## config.mk

```make
export PLATFORM = sky130hd
export DESIGN_NAME = owner_notify_regbank
export DESIGN_NICKNAME = d
export VERILOG_FILES = /design/src/rtl/onr_pkg.sv /design/src/rtl/onr_ctrl.sv /design/src/rtl/onr_dpath.sv /design/src/rtl/owner_notify_regbank.sv
export SDC_FILE = /design/constraint.sdc
export NUM_CORES = 1
export LEC_CHECK = 0
export ABC_AREA = 1
export BUFFER_PORTS_ARGS = -buffer_cell sky130_fd_sc_hd__buf_4
export CAP_MARGIN = 20
export CORE_MARGIN = 2
export CORE_UTILIZATION = 55
export CTS_BUF_LIST = sky130_fd_sc_hd__clkbuf_8
export CTS_CLUSTER_SIZE = 20
export DETAILED_ROUTE_END_ITERATION = 12
export GPL_ROUTABILITY_DRIVEN = 0
export GPL_TIMING_DRIVEN = 0
export HOLD_SLACK_MARGIN = 0.05
export PLACE_DENSITY = 0.95
export REMOVE_ABC_BUFFERS = 1
export SYNTH_ARGS = -nofsm -noshare
export SYNTH_HDL_FRONTEND = slang
export SYNTH_HIERARCHICAL = 1
export SYNTH_SLANG_ARGS = --single-unit
```

## constraint.sdc

```tcl
create_clock -name clk -period 4.9 [get_ports clk]
set_input_delay 0.98 -clock clk [delete_from_list [all_inputs] [get_ports clk]]
set_output_delay 0.98 -clock clk [all_outputs]
set_load 0.02 [all_outputs]
```

## src/rtl/onr_pkg.sv

```systemverilog
package onr_pkg;
  localparam int QUAD_W = 32;
  localparam int OWNER_W = 64;
  localparam int CLKSEL_W = 16;

  localparam logic [OWNER_W-1:0] NO_OWNER = 64'hFFFF_0000_0000_0000;
  localparam logic [CLKSEL_W-1:0] CLKSEL_RESET = 16'h020C;

  localparam int OFS_OWNER_HI = 0;
  localparam int OFS_OWNER_LO = 1;
  localparam int OFS_NOTIF = 2;
  localparam int OFS_CLKSEL = 3;
  localparam int OFS_ENABLE = 4;

  localparam logic [7:0] EVT_CLK_ACCEPT = 8'h20;

  typedef enum logic [1:0] {
    REQ_READ  = 2'd0,
    REQ_WRITE = 2'd1,
    REQ_CAS   = 2'd2
  } reqKind_e;

  typedef enum logic [2:0] {
    RD_ZERO,
    RD_OWNER_HI,
    RD_OWNER_LO,
    RD_NOTIF,
    RD_CLKSEL,
    RD_ENABLE,
    RD_CAS
  } rdSel_e;

  typedef struct packed {
    logic   loadClk;
    logic   loadEnable;
    logic   enableVal;
    logic   swapOwner;
    logic   ownerClear;
    logic   loadNotif;
    logic   loadNtf;
    logic   rspLoad;
    rdSel_e rdSel;
  } strobe_t;
endpackage

```

## src/rtl/onr_ctrl.sv

```systemverilog
module onr_ctrl
  import onr_pkg::*;
#(
  parameter int ADDR_W = 4,
  parameter int EVT_W = 8
) (
  input  logic                 clk,
  input  logic                 rstN,
  input  logic                 busReset,
  input  logic                 reqValid,
  input  logic [1:0]           reqKind,
  input  logic [ADDR_W-1:0]    reqAddr,
  input  logic [QUAD_W-1:0]    reqWdata,
  input  logic [EVT_W-1:0]     evtStrobe,
  input  logic                 ntfAck,
  input  logic                 ownerMatch,
  input  logic                 ownerFree,
  output strobe_t              st,
  output logic [EVT_W-1:0]     evtNow,
  output logic                 ntfValid
);
  localparam logic [EVT_W-1:0] CLK_EVT = EVT_W'(EVT_CLK_ACCEPT);

  logic isRead, isWrite, isCas;
  logic hitOwnerHi, hitOwnerLo, hitNotif, hitClk, hitEnable;
  logic ntfValidQ;

  assign isRead  = reqValid && (reqKind == REQ_READ);
  assign isWrite = reqValid && (reqKind == REQ_WRITE);
  assign isCas   = reqValid && (reqKind == REQ_CAS);

  assign hitOwnerHi = (reqAddr == ADDR_W'(OFS_OWNER_HI));
  assign hitOwnerLo = (reqAddr == ADDR_W'(OFS_OWNER_LO));
  assign hitNotif   = (reqAddr == ADDR_W'(OFS_NOTIF));
  assign hitClk     = (reqAddr == ADDR_W'(OFS_CLKSEL));
  assign hitEnable  = (reqAddr == ADDR_W'(OFS_ENABLE));

  always_comb begin
    st = '0;
    st.loadClk    = isWrite && hitClk;
    st.loadEnable = isWrite && hitEnable && !busReset;
    st.enableVal  = |reqWdata;
    st.swapOwner  = isCas && hitOwnerHi && ownerMatch && !busReset;
    st.ownerClear = busReset;
    st.rspLoad    = reqValid;
    evtNow        = evtStrobe | (st.loadClk ? CLK_EVT : '0);
    st.loadNotif  = |evtNow;
    st.loadNtf    = (|evtNow) && !ownerFree && !busReset;
    st.rdSel      = RD_ZERO;
    if (isCas && hitOwnerHi) begin
      st.rdSel = RD_CAS;
    end else if (isRead) begin
      if (hitOwnerHi)      st.rdSel = RD_OWNER_HI;
      else if (hitOwnerLo) st.rdSel = RD_OWNER_LO;
      else if (hitNotif)   st.rdSel = RD_NOTIF;
      else if (hitClk)     st.rdSel = RD_CLKSEL;
      else if (hitEnable)  st.rdSel = RD_ENABLE;
    end
  end

  always_ff @(posedge clk or negedge rstN) begin
    if (!rstN) begin
      ntfValidQ <= 1'b0;
    end else if (busReset) begin
      ntfValidQ <= 1'b0;
    end else if (st.loadNtf) begin
      ntfValidQ <= 1'b1;
    end else if (ntfAck) begin
      ntfValidQ <= 1'b0;
    end
  end

  assign ntfValid = ntfValidQ;
endmodule

```

## src/rtl/onr_dpath.sv

```systemverilog
module onr_dpath
  import onr_pkg::*;
#(
  parameter int EVT_W = 8
) (
  input  logic                 clk,
  input  logic                 rstN,
  input  strobe_t              st,
  input  logic [OWNER_W-1:0]   reqCmp,
  input  logic [OWNER_W-1:0]   reqSwap,
  input  logic [CLKSEL_W-1:0]  clkWdata,
  input  logic [EVT_W-1:0]     evtNow,
  output logic                 ownerMatch,
  output logic                 ownerFree,
  output logic                 rspValid,
  output logic [OWNER_W-1:0]   rspData,
  output logic [OWNER_W-1:0]   ntfAddr,
  output logic [QUAD_W-1:0]    ntfData,
  output logic [7:0]           clockSource,
  output logic [7:0]           clockRate,
  output logic                 streamEnable
);
  logic [OWNER_W-1:0]  ownerQ;
  logic [EVT_W-1:0]    notifQ;
  logic [CLKSEL_W-1:0] clkSelQ;
  logic                enableQ;
  logic [OWNER_W-1:0]  ntfAddrQ;
  logic [EVT_W-1:0]    ntfDataQ;
  logic                rspValidQ;
  logic [OWNER_W-1:0]  rspDataQ;
  logic [OWNER_W-1:0]  rdMux;

  assign ownerMatch = (reqCmp == ownerQ);
  assign ownerFree  = (ownerQ == NO_OWNER);

  always_comb begin
    unique case (st.rdSel)
      RD_OWNER_HI: rdMux = {32'b0, ownerQ[63:32]};
      RD_OWNER_LO: rdMux = {32'b0, ownerQ[31:0]};
      RD_NOTIF:    rdMux = OWNER_W'(notifQ);
      RD_CLKSEL:   rdMux = OWNER_W'(clkSelQ);
      RD_ENABLE:   rdMux = OWNER_W'(enableQ);
      RD_CAS:      rdMux = ownerQ;
      default:     rdMux = '0;
    endcase
  end

  always_ff @(posedge clk or negedge rstN) begin
    if (!rstN) begin
      ownerQ <= NO_OWNER;
    end else if (st.ownerClear) begin
      ownerQ <= NO_OWNER;
    end else if (st.swapOwner) begin
      ownerQ <= reqSwap;
    end
  end

  always_ff @(posedge clk or negedge rstN) begin
    if (!rstN) begin
      enableQ <= 1'b0;
    end else if (st.ownerClear) begin
      enableQ <= 1'b0;
    end else if (st.loadEnable) begin
      enableQ <= st.enableVal;
    end
  end

  always_ff @(posedge clk or negedge rstN) begin
    if (!rstN) begin
      clkSelQ <= CLKSEL_RESET;
    end else if (st.loadClk) begin
      clkSelQ <= clkWdata;
    end
  end

  always_ff @(posedge clk or negedge rstN) begin
    if (!rstN) begin
      notifQ <= '0;
    end else if (st.loadNotif) begin
      notifQ <= evtNow;
    end
  end

  always_ff @(posedge clk or negedge rstN) begin
    if (!rstN) begin
      ntfAddrQ <= '0;
      ntfDataQ <= '0;
    end else if (st.loadNtf) begin
      ntfAddrQ <= ownerQ;
      ntfDataQ <= evtNow;
    end
  end

  always_ff @(posedge clk or negedge rstN) begin
    if (!rstN) begin
      rspValidQ <= 1'b0;
      rspDataQ  <= '0;
    end else begin
      rspValidQ <= st.rspLoad;
      rspDataQ  <= st.rspLoad ? rdMux : '0;
    end
  end

  assign rspValid     = rspValidQ;
  assign rspData      = rspDataQ;
  assign ntfAddr      = ntfAddrQ;
  assign ntfData      = QUAD_W'(ntfDataQ);
  assign clockSource  = clkSelQ[7:0];
  assign clockRate    = clkSelQ[15:8];
  assign streamEnable = enableQ;
endmodule

```

## src/rtl/owner_notify_regbank.sv

```systemverilog
module owner_notify_regbank
  import onr_pkg::*;
#(
  parameter int ADDR_W = 4,
  parameter int EVT_W = 8
) (
  input  logic              clk,
  input  logic              rstN,
  input  logic              busReset,
  input  logic              reqValid,
  input  logic [1:0]        reqKind,
  input  logic [ADDR_W-1:0] reqAddr,
  input  logic [31:0]       reqWdata,
  input  logic [63:0]       reqCmp,
  input  logic [63:0]       reqSwap,
  output logic              rspValid,
  output logic [63:0]       rspData,
  input  logic [EVT_W-1:0]  evtStrobe,
  output logic              ntfValid,
  output logic [63:0]       ntfAddr,
  output logic [31:0]       ntfData,
  input  logic              ntfAck,
  output logic [7:0]        clockSource,
  output logic [7:0]        clockRate,
  output logic              streamEnable
);
  strobe_t          st;
  logic [EVT_W-1:0] evtNow;
  logic             ownerMatch;
  logic             ownerFree;

  onr_ctrl #(.ADDR_W(ADDR_W), .EVT_W(EVT_W)) ctrl_i (
    .clk(clk), .rstN(rstN), .busReset(busReset),
    .reqValid(reqValid), .reqKind(reqKind), .reqAddr(reqAddr),
    .reqWdata(reqWdata), .evtStrobe(evtStrobe), .ntfAck(ntfAck),
    .ownerMatch(ownerMatch), .ownerFree(ownerFree),
    .st(st), .evtNow(evtNow), .ntfValid(ntfValid)
  );

  onr_dpath #(.EVT_W(EVT_W)) dpath_i (
    .clk(clk), .rstN(rstN), .st(st),
    .reqCmp(reqCmp), .reqSwap(reqSwap), .clkWdata(reqWdata[15:0]),
    .evtNow(evtNow), .ownerMatch(ownerMatch), .ownerFree(ownerFree),
    .rspValid(rspValid), .rspData(rspData),
    .ntfAddr(ntfAddr), .ntfData(ntfData),
    .clockSource(clockSource), .clockRate(clockRate),
    .streamEnable(streamEnable)
  );
endmodule

```

==> results of run 1 <==
-- worst max-delay path: cells and delay by family --
family	cells	cell delay (ps)
AOI/OAI and AO/OA	1	440
and+or+nand+nor	5	2230
buffers and inverters	4	380
-- final cells by class --
cell class / instances / area [µm²] / share of cell area (%)
Timing Repair Buffer: 339 / 2650 / 19.8
Clock inverter: 18 / 105 / 0.788
Sequential cell: 227 / 5700 / 42.8
Tap cell: 229 / 287 / 2.15
Clock buffer: 53 / 729 / 5.47
Inverter: 85 / 322 / 2.41
Multi-Input combinational cell: 663 / 3550 / 26.6
-- layer usage --
metal,up-vias,global-route usage (%),part of all wire (%)
met5,-,0,0
met4,0,15.8,4.7
met3,119,9.32,9.4
met2,589,56.7,51
met1,4252,38.1,35
li1,3931,-,-
-- final timing paths --
path                                startpoint  depth (start not counted)  slack, ps                  end
max in group asynchronous                 rstN                          2       3340  dpath_i/rspData[33]
min in group clk           dpath_i/ntfAddr[31]                          1        500  dpath_i/ntfAddr[31]
hold reg to reg            dpath_i/ntfAddr[31]                          1        500  dpath_i/ntfAddr[31]
setup / recovery                    reqAddr[3]                         10       1280  dpath_i/rspData[50]
setup reg to reg            dpath_i/ownerQ[53]                         15       1520   dpath_i/ownerQ[55]
hold / removal                            rstN                          1        490  dpath_i/rspData[49]
-- flip-flops by register name, summed over array words and instances (netlist names) --
| name | cells |
|---|---|
| ctrl_i/ntfValid | 1 |
| dpath_i/clkSelQ | 16 |
| dpath_i/notifQ | 8 |
| dpath_i/ntfAddr | 64 |
| dpath_i/ntfDataQ | 8 |
| dpath_i/ownerQ | 64 |
| dpath_i/rspData | 64 |
| dpath_i/rspValid | 1 |
| dpath_i/streamEnable | 1 |
-- metrics by stage --
stage	power, mW	hold WS (ps)	instance area, µm²	utilization [%]	cells
CTS	4.59	497	13300	74.8	1614
floorplan	2.38	488	9550	-	975
finish	4.55	486	13300	74.8	1614
global route	4.74	506	13300	74.8	1614
global placement	2.76	472	12300	69.2	1537
detailed placement	2.79	481	12500	70.1	1543
-- cell usage after synthesis --
| cell type | n |
|---|---|
| a21oi_1 | 90 |
| buf_2 | 25 |
| nand3b_1 | 1 |
| dfstp_2 | 19 |
| inv_2 | 12 |
| nor3_2 | 2 |
| nor2_4 | 1 |
| nand3_2 | 3 |
| inv_1 | 73 |
| nand2_2 | 5 |
| a221oi_1 | 4 |
| o21ai_0 | 21 |
| xnor2_1 | 54 |
| mux2_2 | 38 |
| nor3_1 | 1 |
| o22ai_1 | 15 |
| o21ai_1 | 21 |
| a211oi_1 | 1 |
| nor3b_1 | 1 |
| conb_1 | 1 |
| buf_4 | 35 |
| nand4_1 | 8 |
| nor4_2 | 1 |
| nor4_1 | 12 |
| or2_1 | 1 |
| mux2_1 | 2 |
| clkbuf_1 | 14 |
| dfrtp_1 | 208 |
| a22o_1 | 22 |
| nand2_1 | 132 |
| nor2_2 | 3 |
| nor2_1 | 196 |
| nand3_1 | 4 |
-- power breakdown --
part           internal [mW]  leakage [nW]  total (mW)  switching, mW
sequential              1.99          2.91        2.06         0.0721
clock                   1.02         0.477        1.78          0.766
combinational          0.310          3.51       0.705          0.395
total                   3.32          6.89        4.55           1.23
-- logic make-up after synthesis --
group	Yosys count
AND/OR/NAND/NOR	371
flip-flops	227
AO/OA/AOI/OAI	174
buffers and inverters	159
XOR/XNOR	54
multiplexers	40
other	1
==> flow_metrics.tcl, run 1 <==
set metrics [dict create \
    cts_tree "yes" \
    synth-xor-area-share_pct 4.77 \
    drive_above_1_share_pct 34.9 \
    grt_overflow_total 0 \
    finClkSkew_ps 26.1 \
    port_buffers 333 \
    fillers 1131 \
    clk_pin_slew_ps 70 \
    path_class "in -> reg" \
    arrival_ps 4040 \
    finish.net_count 1534 \
    synth.cell_area_um2 9910 \
    yosys.area.top_type "dfrtp_1" \
    drv_cap 0 \
    drt_iter0_drc 729 \
    synth_mux_area_share_pct 4.55 \
    vdd_drop_max_v 0.000268 \
    clock_path_buffers 3 \
    setup_viol 0 \
    crit_slowest_cell "nand3_2" \
    setup_tns_ps 0 \
    final_common_cell "buf_4" \
    status "completed" \
    numCtsBuffers 39 \
    io_pins 358 \
    fp.dieH_um 138 \
    rows 49 \
    netlist_instances 1026 \
    synth-compound-area-share_pct 9.99 \
    synth_top_family_by_area "simple AND/OR/NAND/NOR gates" \
    max_clock_freq_mhz 276 \
    dieArea_um2 19100 \
    cpPeakStageDelay_ps 940 \
    root_buffer "clkbuf_8" \
    cp_cell_sequence "buf_4 > inv_1 > nand2_2 > inv_1 > nand3b_1 > o21ai_0 > inv_2 > nor2_2 > nand3_2 > nor2_1" \
    start_util_pct 55.5 \
    yosys.area_share.simple_pct 15.4 \
    worstSkewPairLatency_ps 530 \
    synth_top_area_share_pct 52.5 \
    antenna_found_initial 0 \
    diodes 0 \
    postCtsHoldBufs 0 \
    power.leakage_nw 6.89 \
    worstMarginPinSlew_ps 949 \
    relSlewSlack_pct 36.7 \
    netlist_top_cells_area "dfrtp_1 53%, nor2_1 7.4%, dfstp_2 5.0%" \
    ant_nets 0 \
    syn_area_per_cell_um2 9.66 \
    fin_crit_ps 3620 \
    synth_cell_types 33 \
    detail_route.wl_per_cell_um 19.8 \
    clock_sinks 227 \
    wirelength_um 32000 \
    startpoint_type "input pin" \
    drc_errors 0 \
    grt_usage_pct 32.9 \
    yosys.area_share.adder_pct 0 \
    grt_pass1_wl_um 49600 \
    timing.final.ws_setup_ps 1280 \
    hold_class "in -> async" \
    coreArea_um2 17800 \
    final_cell_mix "332 x buf_4, 208 x dfrtp_1, 195 x nor2_1" \
    dp_hpwl_um 22500 \
    rsz0062_at_grt "false" \
    cts_resized 0 \
    vias 8891 \
    report.final.hold_viol_count 0 \
    yosysSeqAreaShare_pct 57.6 \
    die_x_um 138 \
    grt_max_degree 122 \
    period_share_pct 73.9 \
    syn_to_final_growth_pct 34.6 \
    final_max_slew_viol_count 0 \
    path_max_fanout 32 \
    cp-end-kind "flip-flop" \
    grt_pass1_vias 9296 \
    power_density_nw_per_um2 341 \
    cp_common_cell "inv_1" \
    cp_data_required_time_ps 5320 \
    pre_cts_slack_ps 890 \
    firstDrtPassIters 7 \
    synth_warnings 6 \
    h-tree-depth 2 \
    post_cts_buffers 0 \
    drt-vias-per-instance 5.51 \
    ys_ff_latch 227 \
]
Note: power is estimated with default switching activity, not from simulation.
==> run 2, diff against run 1 <==
- ABC_AREA: 1 -> 0
- CORE_UTILIZATION: 55 -> 52
- PLACE_DENSITY: 0.95 -> 0.94
- clock period: 4.9 -> 3.5 ns (I/O delays scaled with it)
==> run 2 against run 1 <==
Worst setup slack got worse by 1200 ps. Power increased by 27%. Clock power is 35% higher. Sequential power increased by 34%. Cell area grew 2.5%.
==> flow_metrics.tcl, run 2 <==
set metrics [dict create \
    reg2reg_slack_ps 60 \
    worstSkewPairLatency_ps 530 \
    cp_common_cell "buf_6" \
    io_pins 358 \
    netlist_instances 804 \
    root_buffer "clkbuf_8" \
    dp_hpwl_um 24500 \
    fin_crit_ps 3440 \
    cp_data_required_time_ps 3860 \
    worstMarginPinSlew_ps 1040 \
    detail_route.wl_per_cell_um 23.0 \
    wirelength_um 32900 \
    drt-vias-per-instance 5.63 \
    yosys.area.top_type "dfrtp_1" \
    reg2reg_from "dpath_i/ownerQ[13]" \
    synthFlopType "dfrtp_1" \
    setup_tns_ps 0 \
    final_cell_mix "334 x buf_4, 207 x dfrtp_1, 96 x mux2_2" \
    finClkSkew_ps 25.5 \
    max_clock_freq_mhz 291 \
    startpoint_type "flip-flop" \
    pre_cts_slack_ps -690 \
    multiInputGateArea_um2 4060 \
    synth-edff-count 0 \
    timing.final.ws_setup_ps 61.4 \
    numCtsBuffers 38 \
    regArea_um2 5710 \
    synth_top_cells_by_count "208 x dfrtp_1, 96 x mux2_2, 77 x nor2_1, 64 x xor2_1, 51 x mux2i_1" \
    die_x_um 143 \
    postLayoutCellArea_um2 13700 \
    setup_viol 0 \
    grt_usage_pct 31.9 \
    timing.rr.end "dpath_i/ownerQ[21]" \
    drive_above_1_share_pct 46.5 \
    cp-end-kind "flip-flop" \
    diodes 0 \
    coreArea_um2 18800 \
    arrival_ps 3800 \
    rsz0062_at_grt "false" \
    final_common_cell "buf_4" \
    clock_sinks 227 \
    netlist_top_cells_area "dfrtp_1 52%, mux2_2 11%, xor2_1 5.6%" \
    dieArea_um2 20400 \
    antenna_found_initial 0 \
    relSlewSlack_pct 30.5 \
    postCtsHoldBufs 0 \
    rows 50 \
    place_area_um2 12800 \
    final_max_slew_viol_count 0 \
    hold_class "in -> async" \
    start_util_pct 53.3 \
    grt_max_degree 120 \
    ant_nets 0 \
    synth_warnings 6 \
    period_share_pct 98.2 \
    critical_path_depth 12 \
    cts_tree "yes" \
    path_max_fanout 14 \
    synth.cell_area_um2 10000 \
    reg2reg_depth 12 \
    synth.most_common_cell "dfrtp_1" \
    status "completed" \
    async_flop_share_pct 100 \
    synth_top_area_share_pct 51.8 \
    syn_to_final_growth_pct 36.2 \
    cpPeakStageDelay_ps 520 \
    whs_ps 212 \
    clk_pin_slew_ps 60 \
    syn_area_per_cell_um2 12.5 \
    firstDrtPassIters 5 \
    ys_ff_latch 227 \
    crit_slowest_cell "dfrtp_1" \
    fp.dieH_um 143 \
    vdd_drop_max_v 0.000406 \
    drt_iter0_drc 496 \
    clock_path_buffers 3 \
    grt_pass1_wl_um 48500 \
    yosysSeqAreaShare_pct 56.8 \
    synth_cell_types 42 \
    vias 8065 \
    crit_family "simple AND/OR/NAND/NOR gates" \
    power.leakage_nw 6.68 \
    fillers 1184 \
    finish.net_count 1322 \
    report.final.hold_viol_count 0 \
    power.total_mw 5.80 \
    h-tree-depth 2 \
    drc_errors 0 \
    grt_overflow_total 0 \
    grt_pass1_vias 8421 \
    path_buf_inv 4 \
    path_class "reg -> reg" \
    drv_cap 0 \
    power_density_nw_per_um2 424 \
    port_buffers 333 \
    cp_cell_sequence "xor2_1 > nor4_2 > nand4_1 > nor4_4 > nand3_1 > nor3_2 > buf_6 > buf_6 > buf_6 > buf_6 > mux2i_1 > nor2_1" \
]
[run 2: logic make-up after synthesis]
family	after synthesis	share of synthesized area, %
compound gates	76	5.86
xor+xnor	65	5.67
other cells	1	0.0373
flops	227	56.8
simple gates	209	11.3
mux	147	15.8
buf+inv	79	4.49
[run 2: area by class of cell]
type                       instances  share of cell area, %
sequential                       227                   41.7
multi-input combinational        521                   29.7
timing repair buffer             353                   20.3
clock buffer                      54                   5.43
tap                              260                   2.38
clock inverter                    16                  0.467
inverter                           2                 0.0549
[run 2: worst max-delay path by stage]
stage / startpoint / endpoint / slack (ps)
3_3_place_gp: reqCmp[9] / dpath_i/ownerQ[18] / -9090
6_report: dpath_i/ownerQ[13] / dpath_i/ownerQ[21] / 60
2_1_floorplan: reqCmp[10] / dpath_i/ownerQ[0] / -4990
5_1_grt: dpath_i/ownerQ[13] / dpath_i/ownerQ[26] / 9
4_1_cts: dpath_i/ownerQ[63] / dpath_i/ntfAddr[29] / 60
3_5_place_dp: reqCmp[9] / dpath_i/ownerQ[23] / -690
[run 2: per-stage QoR]
stage / utilization [%] / instances
4_1_cts: 72.4 / 1433
3_5_place_dp: 68.0 / 1363
3_3_place_gp: 66.4 / 1343
2_1_floorplan: - / 750
5_1_grt: 72.6 / 1433
6_report: 72.6 / 1433
[run 2: report_power, final]
part | internal (mW) | leakage, nW | switching (mW)
Clock | 1.36 | 0.469 | 1.05
Sequential | 2.71 | 2.99 | 0.0567
Combinational | 0.301 | 3.22 | 0.326
[run 2: what timing repair did]
item / in CTS / in global routing
resized for setup: 7 / 5
buffers inserted: 0 / 0
setup endpoints to repair: 54 / 14
hold endpoints to repair: 0 / 0
pin swaps: 0 / 1
[run 2: routing by layer]
metal	global-route usage [%]	up-vias	part of all wire [%]
li1	-	3475	-
met1	37.9	4051	37
met2	54.1	460	50
met3	9.02	79	9.3
met4	14.2	0	4.0
met5	0	-	0
